[config.mk]
export PLATFORM = sky130hd
export DESIGN_NAME = spi_dma_master
export DESIGN_NICKNAME = d
export VERILOG_FILES = /design/src/rtl/spi_dma_pkg.sv /design/src/rtl/spi_dma_datapath.sv /design/src/rtl/spi_dma_ctrl.sv /design/src/rtl/spi_dma_master.sv
export SDC_FILE = /design/constraint.sdc
export NUM_CORES = 1
export LEC_CHECK = 0
export BUFFER_PORTS_ARGS = -buffer_cell sky130_fd_sc_hd__buf_4
export CAP_MARGIN = 20
export CORE_MARGIN = 2
export CORE_UTILIZATION = 60
export DETAILED_ROUTE_END_ITERATION = 8
export GPL_TIMING_DRIVEN = 0
export PLACE_DENSITY = 0.83
export SLEW_MARGIN = 25
export SYNTH_ARGS = -nofsm -noshare
export SYNTH_HDL_FRONTEND = slang
export SYNTH_SLANG_ARGS = --single-unit
export TNS_END_PERCENT = 5
[constraint.sdc]
create_clock -name clk -period 7.2 [get_ports clk]
set_input_delay 1.44 -clock clk [delete_from_list [all_inputs] [get_ports clk]]
set_output_delay 1.44 -clock clk [all_outputs]
set_load 0.005 [all_outputs]
[src/rtl/spi_dma_pkg.sv]
package spi_dma_pkg;

  typedef enum logic [2:0] {
    ST_IDLE, ST_ARM, ST_FETCH, ST_LOAD, ST_SHIFT, ST_STORE, ST_DONE
  } engState_e;

  // strobes from control to datapath
  typedef struct packed {
    logic capture;
    logic fetch;
    logic load;
    logic run;
    logic store;
  } engStrobe_t;

  // status from datapath to control
  typedef struct packed {
    logic txZero;
    logic rxZero;
    logic lenZero;
    logic txMore;
    logic txLast;
    logic rxMore;
    logic rxLast;
    logic lastByte;
    logic shiftDone;
  } engStatus_t;

endpackage

[src/rtl/spi_dma_datapath.sv]
module spi_dma_datapath
  import spi_dma_pkg::*;
#(
  parameter int ADDR_W = 12,
  parameter int CNT_W  = 8,
  parameter int DIV    = 2
) (
  input  logic              clk,
  input  logic              rstN,
  input  engStrobe_t        stb,
  output engStatus_t        sts,
  input  logic              cpol,
  input  logic              cpha,
  input  logic [ADDR_W-1:0] txBase,
  input  logic [CNT_W-1:0]  txLen,
  input  logic [ADDR_W-1:0] rxBase,
  input  logic [CNT_W-1:0]  rxLen,
  input  logic [7:0]        fillByte,
  output logic [ADDR_W-1:0] memAddr,
  output logic              memRe,
  output logic              memWe,
  output logic [7:0]        memWdata,
  input  logic [7:0]        memRdata,
  output logic              sck,
  output logic              mosi,
  input  logic              miso
);

  localparam int DIV_W = (DIV > 1) ? $clog2(DIV) : 1;
  localparam logic [DIV_W-1:0] DIV_LAST = DIV_W'(DIV - 1);
  localparam int HALF_W = 4;
  localparam logic [HALF_W-1:0] HALF_LAST = 4'd15;

  // shadow copies taken at start
  logic [ADDR_W-1:0] txBaseQ, rxBaseQ;
  logic [CNT_W-1:0]  txLenQ, rxLenQ, runLen;
  logic [7:0]        fillQ;

  logic [CNT_W-1:0]  txIdx, rxIdx, byteIdx;
  logic [7:0]        txShift, rxShift;
  logic [DIV_W-1:0]  divCnt;
  logic [HALF_W-1:0] half;
  logic              phase;

  logic edgeNow, leadEdge, sampleEdge, driveEdge;

  always_comb begin
    runLen     = (txLenQ > rxLenQ) ? txLenQ : rxLenQ;
    edgeNow    = stb.run && (divCnt == DIV_LAST);
    leadEdge   = ~half[0];
    sampleEdge = edgeNow && (cpha ? !leadEdge : leadEdge);
    driveEdge  = edgeNow && (cpha ? (leadEdge && (half != '0)) : !leadEdge);
  end

  always_comb begin
    sts.txZero    = (txLenQ == '0);
    sts.rxZero    = (rxLenQ == '0);
    sts.lenZero   = (runLen == '0);
    sts.txMore    = (txIdx < txLenQ);
    sts.txLast    = (txIdx == txLenQ - CNT_W'(1));
    sts.rxMore    = (rxIdx < rxLenQ);
    sts.rxLast    = (rxIdx == rxLenQ - CNT_W'(1));
    sts.lastByte  = (byteIdx == runLen - CNT_W'(1));
    sts.shiftDone = edgeNow && (half == HALF_LAST);
  end

  always_comb begin
    memRe    = stb.fetch && sts.txMore;
    memWe    = stb.store && sts.rxMore;
    memAddr  = stb.store ? (rxBaseQ + ADDR_W'(rxIdx)) : (txBaseQ + ADDR_W'(txIdx));
    memWdata = rxShift;
    sck      = cpol ^ phase;
    mosi     = txShift[7];
  end

  always_ff @(posedge clk or negedge rstN) begin
    if (!rstN) begin
      txBaseQ <= '0;
      rxBaseQ <= '0;
      txLenQ  <= '0;
      rxLenQ  <= '0;
      fillQ   <= '0;
      txIdx   <= '0;
      rxIdx   <= '0;
      byteIdx <= '0;
      txShift <= '0;
      rxShift <= '0;
      divCnt  <= '0;
      half    <= '0;
      phase   <= 1'b0;
    end else begin
      if (stb.capture) begin
        txBaseQ <= txBase;
        rxBaseQ <= rxBase;
        txLenQ  <= txLen;
        rxLenQ  <= rxLen;
        fillQ   <= fillByte;
        txIdx   <= '0;
        rxIdx   <= '0;
        byteIdx <= '0;
      end
      if (stb.load) begin
        txShift <= sts.txMore ? memRdata : fillQ;
        if (sts.txMore) txIdx <= txIdx + CNT_W'(1);
        divCnt <= '0;
        half   <= '0;
      end
      if (stb.run) begin
        divCnt <= edgeNow ? '0 : divCnt + DIV_W'(1);
        if (edgeNow) begin
          phase <= ~phase;
          half  <= half + HALF_W'(1);
        end
        if (sampleEdge) rxShift <= {rxShift[6:0], miso};
        if (driveEdge)  txShift <= {txShift[6:0], 1'b0};
      end
      if (stb.store) begin
        if (sts.rxMore) rxIdx <= rxIdx + CNT_W'(1);
        byteIdx <= byteIdx + CNT_W'(1);
      end
    end
  end

endmodule

[src/rtl/spi_dma_ctrl.sv]
module spi_dma_ctrl
  import spi_dma_pkg::*;
(
  input  logic       clk,
  input  logic       rstN,
  input  logic       startReq,
  input  logic       stopReq,
  input  engStatus_t sts,
  output engStrobe_t stb,
  output logic       evStarted,
  output logic       evTxDone,
  output logic       evRxDone,
  output logic       evEnd,
  output logic       evStopped
);

  engState_e state, nextState;
  logic stopPend, stopNow, txFired, rxFired;
  logic setTx, setRx;

  always_comb stopNow = stopPend || stopReq;

  always_comb begin
    stb       = '0;
    nextState = state;
    unique case (state)
      ST_IDLE: if (startReq) begin
        stb.capture = 1'b1;
        nextState   = ST_ARM;
      end
      ST_ARM:   nextState = (sts.lenZero || stopNow) ? ST_DONE : ST_FETCH;
      ST_FETCH: begin
        stb.fetch = 1'b1;
        nextState = ST_LOAD;
      end
      ST_LOAD: begin
        stb.load  = 1'b1;
        nextState = ST_SHIFT;
      end
      ST_SHIFT: begin
        stb.run = 1'b1;
        if (sts.shiftDone) nextState = ST_STORE;
      end
      ST_STORE: begin
        stb.store = 1'b1;
        nextState = (sts.lastByte || stopNow) ? ST_DONE : ST_FETCH;
      end
      ST_DONE:  nextState = ST_IDLE;
      default:  nextState = ST_IDLE;
    endcase
  end

  always_comb begin
    setTx = ((state == ST_ARM) && sts.txZero)
         || ((state == ST_LOAD) && sts.txMore && sts.txLast)
         || ((state == ST_DONE) && stopNow && !txFired);
    setRx = ((state == ST_ARM) && sts.rxZero)
         || ((state == ST_STORE) && sts.rxMore && sts.rxLast)
         || ((state == ST_DONE) && stopNow && !rxFired);
  end

  always_ff @(posedge clk or negedge rstN) begin
    if (!rstN) begin
      state     <= ST_IDLE;
      stopPend  <= 1'b0;
      txFired   <= 1'b0;
      rxFired   <= 1'b0;
      evStarted <= 1'b0;
      evTxDone  <= 1'b0;
      evRxDone  <= 1'b0;
      evEnd     <= 1'b0;
      evStopped <= 1'b0;
    end else begin
      state <= nextState;
      if ((state == ST_IDLE) || (state == ST_DONE)) stopPend <= 1'b0;
      else if (stopReq)                             stopPend <= 1'b1;
      if (stb.capture) begin
        txFired <= 1'b0;
        rxFired <= 1'b0;
      end else begin
        if (setTx) txFired <= 1'b1;
        if (setRx) rxFired <= 1'b1;
      end
      evStarted <= stb.capture;
      evTxDone  <= setTx;
      evRxDone  <= setRx;
      evEnd     <= (state == ST_DONE) && !stopNow;
      evStopped <= (state == ST_DONE) && stopNow;
    end
  end

endmodule

[src/rtl/spi_dma_master.sv]
module spi_dma_master
  import spi_dma_pkg::*;
#(
  parameter int ADDR_W = 12,
  parameter int CNT_W  = 8,
  parameter int DIV    = 2
) (
  input  logic              clk,
  input  logic              rstN,
  input  logic              cpol,
  input  logic              cpha,
  input  logic [ADDR_W-1:0] txBase,
  input  logic [CNT_W-1:0]  txLen,
  input  logic [ADDR_W-1:0] rxBase,
  input  logic [CNT_W-1:0]  rxLen,
  input  logic [7:0]        fillByte,
  input  logic              startReq,
  input  logic              stopReq,
  output logic [ADDR_W-1:0] memAddr,
  output logic              memRe,
  output logic              memWe,
  output logic [7:0]        memWdata,
  input  logic [7:0]        memRdata,
  output logic              sck,
  output logic              mosi,
  input  logic              miso,
  output logic              evStarted,
  output logic              evTxDone,
  output logic              evRxDone,
  output logic              evEnd,
  output logic              evStopped
);

  engStrobe_t stb;
  engStatus_t sts;

  spi_dma_ctrl u_ctrl (
    .clk       (clk),
    .rstN      (rstN),
    .startReq  (startReq),
    .stopReq   (stopReq),
    .sts       (sts),
    .stb       (stb),
    .evStarted (evStarted),
    .evTxDone  (evTxDone),
    .evRxDone  (evRxDone),
    .evEnd     (evEnd),
    .evStopped (evStopped)
  );

  spi_dma_datapath #(
    .ADDR_W (ADDR_W),
    .CNT_W  (CNT_W),
    .DIV    (DIV)
  ) u_dp (
    .clk      (clk),
    .rstN     (rstN),
    .stb      (stb),
    .sts      (sts),
    .cpol     (cpol),
    .cpha     (cpha),
    .txBase   (txBase),
    .txLen    (txLen),
    .rxBase   (rxBase),
    .rxLen    (rxLen),
    .fillByte (fillByte),
    .memAddr  (memAddr),
    .memRe    (memRe),
    .memWe    (memWe),
    .memWdata (memWdata),
    .memRdata (memRdata),
    .sck      (sck),
    .mosi     (mosi),
    .miso     (miso)
  );

endmodule

==> flow_summary.json, run 1 <==
{
  "cts_resized": 0,
  "drt_pass1_iterations": 5,
  "seq_area_frac_synth": 0.392,
  "cts.htree.levels": 3,
  "power_frac_clock": 0.107,
  "core_um2": 10900,
  "place_area_um2": 7560,
  "root_buffer": "clkbuf_8",
  "final-max-slew-violation-count": 0,
  "synthDistinctLibCells": 65,
  "switching_share": 0.460,
  "crit_type": "reg -> out",
  "die_w_um": 110,
  "ir_drop_v": 0.000282,
  "p_leak_nw": 3.69,
  "wirelength_mm": 17.8,
  "syn_inst": 766,
  "grt_util_all_layers": 0.309,
  "met1_usage": 0.412,
  "synth_compound_area_frac": 0.155,
  "syn_avg_cell_area_um2": 8.74,
  "max-cap-violations": 0,
  "clockBufferDepth": 2,
  "fp-row-count": 38,
  "drive_above_1_share": 0.153,
  "ant_nets": 0,
  "grt_overflow": 0,
  "slew_headroom": 0.429,
  "report.final.setup_viol": 0,
  "ys_async_sr_fraction": 1.00,
  "fin_area_um2": 7750,
  "final_nets": 981,
  "critPathMaxFanout": 6,
  "skew_ns": 0.0193,
  "rsz0062_at_grt": "no",
  "antenna_cells": 0,
  "final_common_cell": "nand2_1",
  "synth_nets": 879,
  "grt_pass1_vias": 5873,
  "synth_edf_count": 0,
  "hold_violations": 0,
  "antenna_found_initial": 1,
  "ctsHoldBuffers": 0,
  "use_met3": 0.0302,
  "power_frac_comb": 0.583,
  "status": "finished, final reports clean",
  "start_util": 0.615,
  "tritoncts": "done",
  "die_area_um2": 12000,
  "clock_latency_ns": 0.39,
  "vias_per_cell": 5.95,
  "muxShareOfSynthArea": 0.0557,
  "yosys.area_share.simple": 0.197,
  "fin_crit_sh": 0.652,
  "clk_pin_slew_ns": 0.11,
  "clock.fmax_mhz": 213,
  "post_cts_buffers": 0,
  "cp-end-kind": "output port",
  "vias": 6030,
  "drc": 0,
  "cts_num_sinks": 105,
  "synth_top_family_by_area": "simple AND/OR/NAND/NOR gates",
  "cts_made_buffers": 9,
  "arrival_ns": 3.26,
  "synthFlopType": "dfrtp_1",
  "tightest_slew_ns": 0.856,
  "top_usage_layer": "met2",
  "startpoint_type": "flop",
  "gp_congestion": 0.903,
  "yosys_register_bits": 105,
  "nFillCells": 897,
  "synth_warnings": 0,
  "layout_min_cycle_time_ns": 4.70,
  "synthAdderAreaFrac": 0.0957,
  "grt_start_max_net_pins": 106,
  "ios": 92,
  "seqPwrFrac": 0.310,
  "hp-class": "reg -> reg",
  "syn_area_um2": 6700,
  "drt_iter0_markers": 465,
  "grt_pass1_wl_mm": 28.6,
  "use_met2": 0.513,
  "synthToLayoutAreaGrowth_pct": 15.8,
  "tns_ns": 0,
  "layout_common_cells": "nand2_1 (152), dfrtp_1 (105), buf_4 (90)",
  "whs_ns": 0.454,
  "synth-xor-area-share": 0.0602,
  "die_h_um": 110,
  "cp.required_ns": 5.76,
  "dp_hpwl_mm": 13.4,
  "r2r_slack_ns": 3.55,
  "internal_power_mw": 1.87,
  "io_buffers": 91,
  "wire_per_inst_um": 17.5,
  "p_per_area_nw_per_um2": 448,
  "p_sw_mw": 1.60,
  "power.total_mw": 3.47
}
[power groups by stage]
stage	sequential (mW)	combinational [mW]	clock, mW
after floorplan	1.01	1.42	0
after global placement	1.07	1.91	0
after detailed placement	1.08	1.99	0
after CTS	1.07	2.01	0.376
after global routing	1.11	2.25	0.400
final	1.08	2.03	0.370
[state kept, by name (all words and copies together) (netlist names), 3 cells and up]
register,count
u_dp.rxBaseQ,12
u_dp.txLenQ,8
u_ctrl.state,3
u_dp.memWdata,8
u_dp.byteIdx,8
u_dp.txBaseQ,12
u_dp.txIdx,8
u_dp.txShift,8
u_dp.half,4
u_dp.fillQ,8
u_dp.rxIdx,8
u_dp.rxLenQ,8
[layout make-up]
class | instances | area, um2 | share of cell area
Multi-Input combinational cell | 585 | 3780 | 0.487
Sequential cell | 105 | 2630 | 0.339
Timing Repair Buffer | 91 | 689 | 0.0889
Inverter | 47 | 176 | 0.0227
Tap cell | 140 | 175 | 0.0226
Clock buffer | 10 | 138 | 0.0177
Buffer | 29 | 113 | 0.0145
Clock inverter | 6 | 56.3 | 0.00726
[critical path: stages (launching register included)]
cell      delay [ns]
dfrtp_1         0.49
ha_1            0.20
inv_1           0.05
fa_1            0.40
nor2b_1         0.13
o21ai_0         0.10
a21boi_0        0.24
o21ai_0         0.13
a21boi_0        0.25
o21ai_0         0.16
a21oi_1         0.26
xnor2_1         0.19
mux2i_1         0.12
buf_4           0.16
[layer usage]
metal  routed length (um)  up-vias
li1                     -     2877
met1                 7660     2891
met2                 8590      216
met3                  867       46
met4                  635        0
met5                    0        -
[stage by stage]
| step | utilization | setup WS (ns) | cells |
|---|---|---|---|
| after floorplan | - | 3.52 | 766 |
| after global placement | 0.694 | 3.13 | 997 |
| after detailed placement | 0.694 | 3.03 | 997 |
| after CTS | 0.712 | 2.58 | 1013 |
| after global routing | 0.712 | 2.27 | 1013 |
| final | 0.712 | 2.50 | 1013 |
[worst paths after layout]
check,from,end,cells after the start
max,u_dp.rxIdx[0],memAddr[10],13
min,u_ctrl.stopPend,u_ctrl.evEnd,1
min in group asynchronous,rstN,u_dp.rxLenQ[2],1
max reg2reg,u_dp.rxLenQ[4],u_ctrl.state[2],16
max in group asynchronous,rstN,u_dp.rxBaseQ[10],1
min reg2reg,u_ctrl.stopPend,u_ctrl.evEnd,1
[synthesized netlist by cell type, drive strengths merged, types with 5 or more instances]
| cell type | n | area share |
|---|---|---|
| nand2 | 152 | 0.085 |
| dfrtp | 105 | 0.39 |
| o21ai | 68 | 0.053 |
| ha | 48 | 0.090 |
| inv | 47 | 0.026 |
| nor2 | 41 | 0.023 |
| xnor2 | 37 | 0.048 |
| a21oi | 30 | 0.022 |
| nand3 | 27 | 0.021 |
| mux2i | 26 | 0.039 |
| clkbuf | 25 | 0.014 |
| and3 | 14 | 0.013 |
| nor3 | 13 | 0.010 |
| o21a | 12 | 0.014 |
| mux2 | 10 | 0.017 |
| o31ai | 9 | 0.010 |
| xor2 | 9 | 0.012 |
| nand4 | 8 | 0.0075 |
| or3 | 6 | 0.0056 |
| a31oi | 5 | 0.0047 |
| nor4 | 5 | 0.0069 |
| o211ai | 5 | 0.0056 |
[logic make-up after synthesis]
logic type | count (synthesis)
AOI/OAI and AO/OA | 164
buffers and inverters | 76
muxes | 36
adders and majority gates | 50
xor gates and xnor gates | 46
DFF | 105
and+or+nand+nor | 289
No activity file was read; power rests on OpenSTA's default activity.
==> inputs of run 2 (changes only) <==
CORE_UTILIZATION = 53   (was 60)
PLACE_DENSITY = 0.77   (was 0.83)
clock period = 4.1 ns   (was 7.2 ns; I/O delays follow)
==> run 2 against run 1 <==
Compared with the run above: non-clock buffer count stayed put; setup slack got worse by 2.3 ns; clock skew fell by 0.012 ns; sequential share of layout area is 0.50 points lower; core utilization down 8.0 points; first-iteration DRC count grew 13%; via count decreased by 2.9%; sequential cell count stayed put; hold slack worse by 0.0093 ns; clock power rose by 130%; sequential power is 75% higher; combinational power rose by 71%; critical endpoint is now memRe.
==> flow_summary.json, run 2 (synthesis gave the netlist of run 1 again) <==
{
  "top_regs": "u_dp.rxBaseQ (12), u_dp.txBaseQ (12)",
  "final-max-slew-violation-count": 0,
  "die_h_um": 116,
  "fin_area_um2": 7890,
  "whs_path_depth": 1,
  "clockBufferDepth": 2,
  "antenna_cells": 0,
  "place_area_um2": 7600,
  "layout_common_cells": "nand2_1 (152), dfrtp_1 (101), buf_4 (90)",
  "wirelength_mm": 17.1,
  "vias_per_cell": 5.61,
  "path_depth": 11,
  "report.final.setup_viol": 0,
  "grt_start_max_net_pins": 106,
  "vias": 5858,
  "hold_violations": 0,
  "gp_congestion": 0.955,
  "synthToLayoutAreaGrowth_pct": 17.8,
  "p_leak_nw": 3.73,
  "fp-row-count": 41,
  "path_cells": "clkbuf_1, inv_1, ha_1, o21a_1, o21a_1, o21a_1, o21a_1, o211ai_1, nand2_1, nor2_1, buf_4",
  "stdcell_count": 1045,
  "clock.fmax_mhz": 256,
  "nFillCells": 1085,
  "rr_worst_depth": 16,
  "skew_ns": 0.00723,
  "root_buffer": "clkbuf_16",
  "io_buffers": 91,
  "tns_ns": 0,
  "ir_drop_v": 0.000361,
  "startpoint_type": "flop",
  "slowest_delay_ns": 0.38,
  "max-cap-violations": 0,
  "cp.required_ns": 3.28,
  "grt_pass1_vias": 5703,
  "setup.worst_path.end": "memRe",
  "grt_pass1_wl_mm": 27.6,
  "crit_type": "reg -> out",
  "layout_min_cycle_time_ns": 3.91,
  "antenna_found_initial": 0,
  "tritoncts": "done",
  "critPathMaxFanout": 9,
  "hp-class": "reg -> reg",
  "start_util": 0.537,
  "r2r_slack_ns": 0.55,
  "grt_overflow": 0,
  "final_nets": 981,
  "p_per_area_nw_per_um2": 788,
  "clk_pin_slew_ns": 0.08,
  "placedCellCount": 1029,
  "cts_num_sinks": 105,
  "rr_endpoint": "u_ctrl.state[2]",
  "ios": 92,
  "critPathLaunch": "u_dp.txLenQ[2]",
  "drive_above_1_share": 0.158,
  "status": "finished, final reports clean",
  "r2r-start": "u_dp.rxLenQ[4]",
  "slew_headroom": 0.407,
  "cts.htree.levels": 3,
  "cts_made_buffers": 9,
  "rsz0062_at_grt": "no",
  "fin_crit_sh": 0.953,
  "tightest_slew_ns": 0.890,
  "clock_latency_ns": 0.36,
  "drt_pass1_iterations": 4,
  "drt_iter0_markers": 526,
  "die_area_um2": 13600,
  "final_common_cell": "nand2_1",
  "die_w_um": 116,
  "grt_util_all_layers": 0.262,
  "ant_nets": 0,
  "post_cts_buffers": 0,
  "drc": 0,
  "wire_per_inst_um": 16.3,
  "core_um2": 12500,
  "path_buf_inv": 3,
  "crit_top_cell": "o21a_1",
  "cp-end-kind": "output port",
  "crit_slowest_cell": "nand2_1",
  "cp_top_family": "compound AO/OA/AOI/OAI gates",
  "whs_ns": 0.445,
  "arrival_ns": 3.09,
  "dp_hpwl_mm": 12.4
}
## run 2: changes by cell type in the layout (fill, tap and decap cells not counted), sizes merged
cell,delta
clkinv,+2
inv,-2
## run 2: how the worst min path moves through the flow
stage               startpoint           end  slack (ns)
2_1_floorplan  u_ctrl.stopPend  u_ctrl.evEnd        0.41
3_3_place_gp   u_ctrl.stopPend  u_ctrl.evEnd        0.43
3_5_place_dp   u_ctrl.stopPend  u_ctrl.evEnd        0.44
4_1_cts        u_ctrl.stopPend  u_ctrl.evEnd        0.45
5_1_grt        u_ctrl.stopPend  u_ctrl.evEnd        0.47
6_report       u_ctrl.stopPend  u_ctrl.evEnd        0.44
## run 2: power by group
part / total (mW) / internal, mW / switching, mW
sequential: 1.89 / 1.46 / 0.430
combinational: 3.48 / 1.58 / 1.90
clock: 0.841 / 0.431 / 0.411
## run 2: timing repair
action	CTS	global route
setup endpoints to repair	0	3
hold buffers	0	0
gates resized for setup	0	7
## run 2: worst reg2reg max path, cell delays in order, from the launching register on
cell and delay (ns):
dfrtp_1 0.32, clkbuf_1 0.28, inv_1 0.16, ha_1 0.30, and4_1 0.16, buf_2 0.18, nand2_1 0.14, nand2_1 0.20
o32ai_1 0.11, or3_1 0.39, ha_1 0.29, o311a_1 0.13, o21a_2 0.15, nand3_2 0.08, a22oi_2 0.05, or3_1 0.35
a21o_1 0.16
## run 2: layout make-up
class                           instances  area [um2]  share of cell area
Multi-Input combinational cell        585        3780               0.479
Sequential cell                       105        2630               0.334
Timing Repair Buffer                   91         689              0.0874
Clock buffer                           10         239              0.0303
Tap cell                              172         215              0.0273
Inverter                               47         176              0.0224
Buffer                                 29         113              0.0143
Clock inverter                          6        40.0             0.00508
## run 2: through the flow
| step | power [mW] | setup WS, ns | utilization |
|---|---|---|---|
| floorplan | 4.26 | 1.02 | - |
| global placement | 5.25 | 0.616 | 0.609 |
| detailed placement | 5.32 | 0.549 | 0.610 |
| CTS | 6.19 | 0.153 | 0.632 |
| global route | 6.72 | 0.0231 | 0.633 |
| finish | 6.21 | 0.191 | 0.633 |
## run 2: routing by layer
metal,track usage,vias to the layer above,routed length (um)
met1,0.347,2792,7660
met4,0.0976,0,457
met5,0,-,0
li1,-,2879,-
met3,0.0472,35,759
met2,0.433,152,8210
==> inputs of run 3 (changes only) <==
ABC_AREA = 1   (was default)
==> run 3 against run 2 <==
Compared with the run above: sequential share of layout area shrank 0.34 points; non-clock buffer count shrank 7; area after synthesis grew 0.71%; hold slack got worse by 0.011 ns; via count grew 5.4%; largest cell class unchanged.
==> flow_summary.json, run 3 <==
{
  "gp_congestion": 0.910,
  "whs_path_depth": 1,
  "fin_crit_sh": 0.905,
  "fin_area_um2": 7950,
  "synthToLayoutAreaGrowth_pct": 17.9,
  "min_to": "u_ctrl.evEnd",
  "switching_share": 0.467,
  "report.final.setup_viol": 0,
  "drc": 0,
  "clock_latency_ns": 0.36,
  "hold_violations": 0,
  "rsz0062_at_grt": "no",
  "grt_pass1_vias": 5872,
  "internal_power_mw": 3.33,
  "worstHoldStart": "u_ctrl.stopPend",
  "layout_min_cycle_time_ns": 3.71,
  "wirelength_mm": 16.5,
  "wire_per_inst_um": 14.1,
  "layout_setup_ws_ns": 0.391,
  "whs_ns": 0.434,
  "tns_ns": 0,
  "synth_warnings": 0,
  "clock.fmax_mhz": 270,
  "seq_area_frac_synth": 0.390,
  "slowest_delay_ns": 0.42,
  "grt_start_max_net_pins": 106,
  "p_sw_mw": 2.92,
  "syn_avg_cell_area_um2": 7.53,
  "ctsHoldBuffers": 0,
  "dp_hpwl_mm": 12.5,
  "r2r-start": "u_dp.rxLenQ[2]",
  "top_regs": "u_dp.rxBaseQ (12), u_dp.txBaseQ (12)",
  "clk_pin_slew_ns": 0.08,
  "die_area_um2": 13600,
  "core_um2": 12500,
  "path_buf_inv": 2,
  "tritoncts": "done",
  "final_nets": 1111,
  "root_buffer": "clkbuf_16",
  "startpoint_type": "flop",
  "synth_edf_count": 0,
  "fp-row-count": 41,
  "slew_headroom": 0.440,
  "max-cap-violations": 0,
  "tightest_slew_ns": 0.840,
  "clockBufferDepth": 2,
  "yosys-top-cells-count": "nand2_1 (245), dfrtp_1 (105), inv_1 (94)",
  "cp.required_ns": 3.28,
  "syn_area_um2": 6740,
  "rr_worst_depth": 23,
  "drive_above_1_share": 0.145,
  "cp-end-kind": "output port",
  "ys_async_sr_fraction": 1.00,
  "vias_per_cell": 5.26,
  "antenna_found_initial": 0,
  "rr_endpoint": "u_ctrl.state[2]",
  "ir_drop_v": 0.000386,
  "synthDistinctLibCells": 46,
  "cts_made_buffers": 9,
  "p_leak_nw": 4.05,
  "path_cells": "ha_1, inv_1, fa_1, o21ai_0, nand2_1, nand2_1, a21oi_1, nor2_1, nor2_1, o21bai_1, nand2_1, nor2_1, xor2_1, o21ai_0, buf_4",
  "pre_cts_slack_ns": 0.805,
  "arrival_ns": 2.89,
  "seqPwrFrac": 0.287,
  "cts_num_sinks": 105,
  "r2r_slack_ns": 1.10,
  "drt_pass1_iterations": 5,
  "post-route-util": 0.635,
  "p_per_area_nw_per_um2": 786,
  "synthFlopType": "dfrtp_1",
  "vias": 6173,
  "ant_nets": 0,
  "ios": 92,
  "yosys.area.top_type_share": 0.390,
  "die_w_um": 117,
  "hp-class": "reg -> reg",
  "synth_area_leaders": "dfrtp_1 (39%), nand2_1 (14%), ha_1 (8.9%), o21ai_0 (6.0%), inv_1 (5.2%)",
  "crit_slowest_cell": "dfrtp_1",
  "start_util": 0.539,
  "power_frac_clock": 0.144,
  "antenna_cells": 0,
  "skew_ns": 0.0112,
  "grt_overflow": 0,
  "final_common_cell": "nand2_1",
  "grt_pass1_wl_mm": 27.6,
  "final-max-slew-violation-count": 0,
  "syn_inst": 896,
  "synth_nets": 1009,
  "io_buffers": 91,
  "layout_common_cells": "nand2_1 (245), dfrtp_1 (105), inv_1 (94)",
  "synth_most_common_cell": "nand2_1",
  "synth_top_area_cell": "dfrtp_1",
  "post_cts_buffers": 0,
  "status": "finished, final reports clean",
  "critPathMaxFanout": 5,
  "die_h_um": 117,
  "yosys_register_bits": 105,
  "drt_iter0_markers": 382,
  "crit_type": "reg -> out",
  "cts.htree.levels": 3,
  "cp_top_family": "adder cells",
  "cts_resized": 0,
  "place_area_um2": 7650,
  "grt_util_all_layers": 0.261,
  "power_frac_comb": 0.568
}
## run 3: changes by cell type after synthesis, sizes merged, moves of 15 or more
cell,before,now
a21oi,30,46
inv,47,98
mux2i,26,3
nand2,152,256
nand3,27,56
nor2,41,89
o21ai,68,83
xnor2,37,7
xor2,9,25
## run 3: power by group through the flow
| stage | combinational (mW) | sequential [mW] | clock (mW) |
|---|---|---|---|
| after floorplan | 2.60 | 1.71 | 0 |
| after global placement | 3.46 | 1.80 | 0 |
| after detailed placement | 3.54 | 1.80 | 0 |
| after CTS | 3.56 | 1.79 | 0.908 |
| after global routing | 4.08 | 1.85 | 0.950 |
| final | 3.55 | 1.80 | 0.901 |
## run 3: through the flow
stage | instances | power (mW)
after floorplan | 896 | 4.31
after global placement | 1159 | 5.26
after detailed placement | 1159 | 5.34
after CTS | 1174 | 6.26
after global routing | 1174 | 6.88
final | 1174 | 6.25
## run 3: worst reg2reg max path, cell delays in order, from the launching register on
cell     delay, ns
dfrtp_1       0.45
inv_1         0.16
ha_1          0.30
nand2_1       0.06
inv_2         0.07
nand2_1       0.05
nand2_1       0.05
nand2_1       0.08
nand2_4       0.10
nand2_4       0.07
buf_8         0.14
nand2_2       0.06
nand2_2       0.08
ha_1          0.32
xnor2_1       0.13
nor2_1        0.10
nand3_1       0.08
nor2_1        0.10
nand3_1       0.07
nor2_1        0.15
nand3_1       0.10
nand2_1       0.08
nand2_1       0.07
nand2_1       0.06
## run 3: cell families after synthesis
logic type,share of synthesized area
and+or+nand+nor,0.277
AOI/OAI and AO/OA,0.119
buffers and inverters,0.0709
DFF,0.390
adders and majority gates,0.0950
xor gates and xnor gates,0.0416
muxes,0.00779
## run 3: worst max path at each step
stage | end | depth (start not counted) | startpoint | slack [ns]
detailed placement | memAddr[10] | 15 | u_dp.txIdx[0] | 0.80
global placement | memAddr[10] | 15 | u_dp.txIdx[0] | 0.81
finish | memAddr[10] | 15 | u_dp.txIdx[0] | 0.39
global route | memAddr[10] | 17 | u_dp.rxIdx[1] | 0.16
CTS | memAddr[10] | 15 | u_dp.txIdx[0] | 0.39
floorplan | memAddr[10] | 14 | u_dp.txIdx[0] | 1.16
## run 3: layout make-up
cell class / instances / area [um2]
Fill cell: 1134 / 4570
Tap cell: 172 / 215
Sequential cell: 105 / 2630
Multi-Input combinational cell: 670 / 3640
Timing Repair Buffer: 91 / 689
Clock inverter: 6 / 76.3
Buffer: 22 / 106
Clock buffer: 9 / 225
Inverter: 99 / 372
## run 3: routing by layer
| layer | global-route usage | wire [um] |
|---|---|---|
| met1 | 0.345 | 7590 |
| met2 | 0.431 | 7800 |
| met3 | 0.0453 | 720 |
| met4 | 0.0980 | 412 |
| met5 | 0 | 0 |
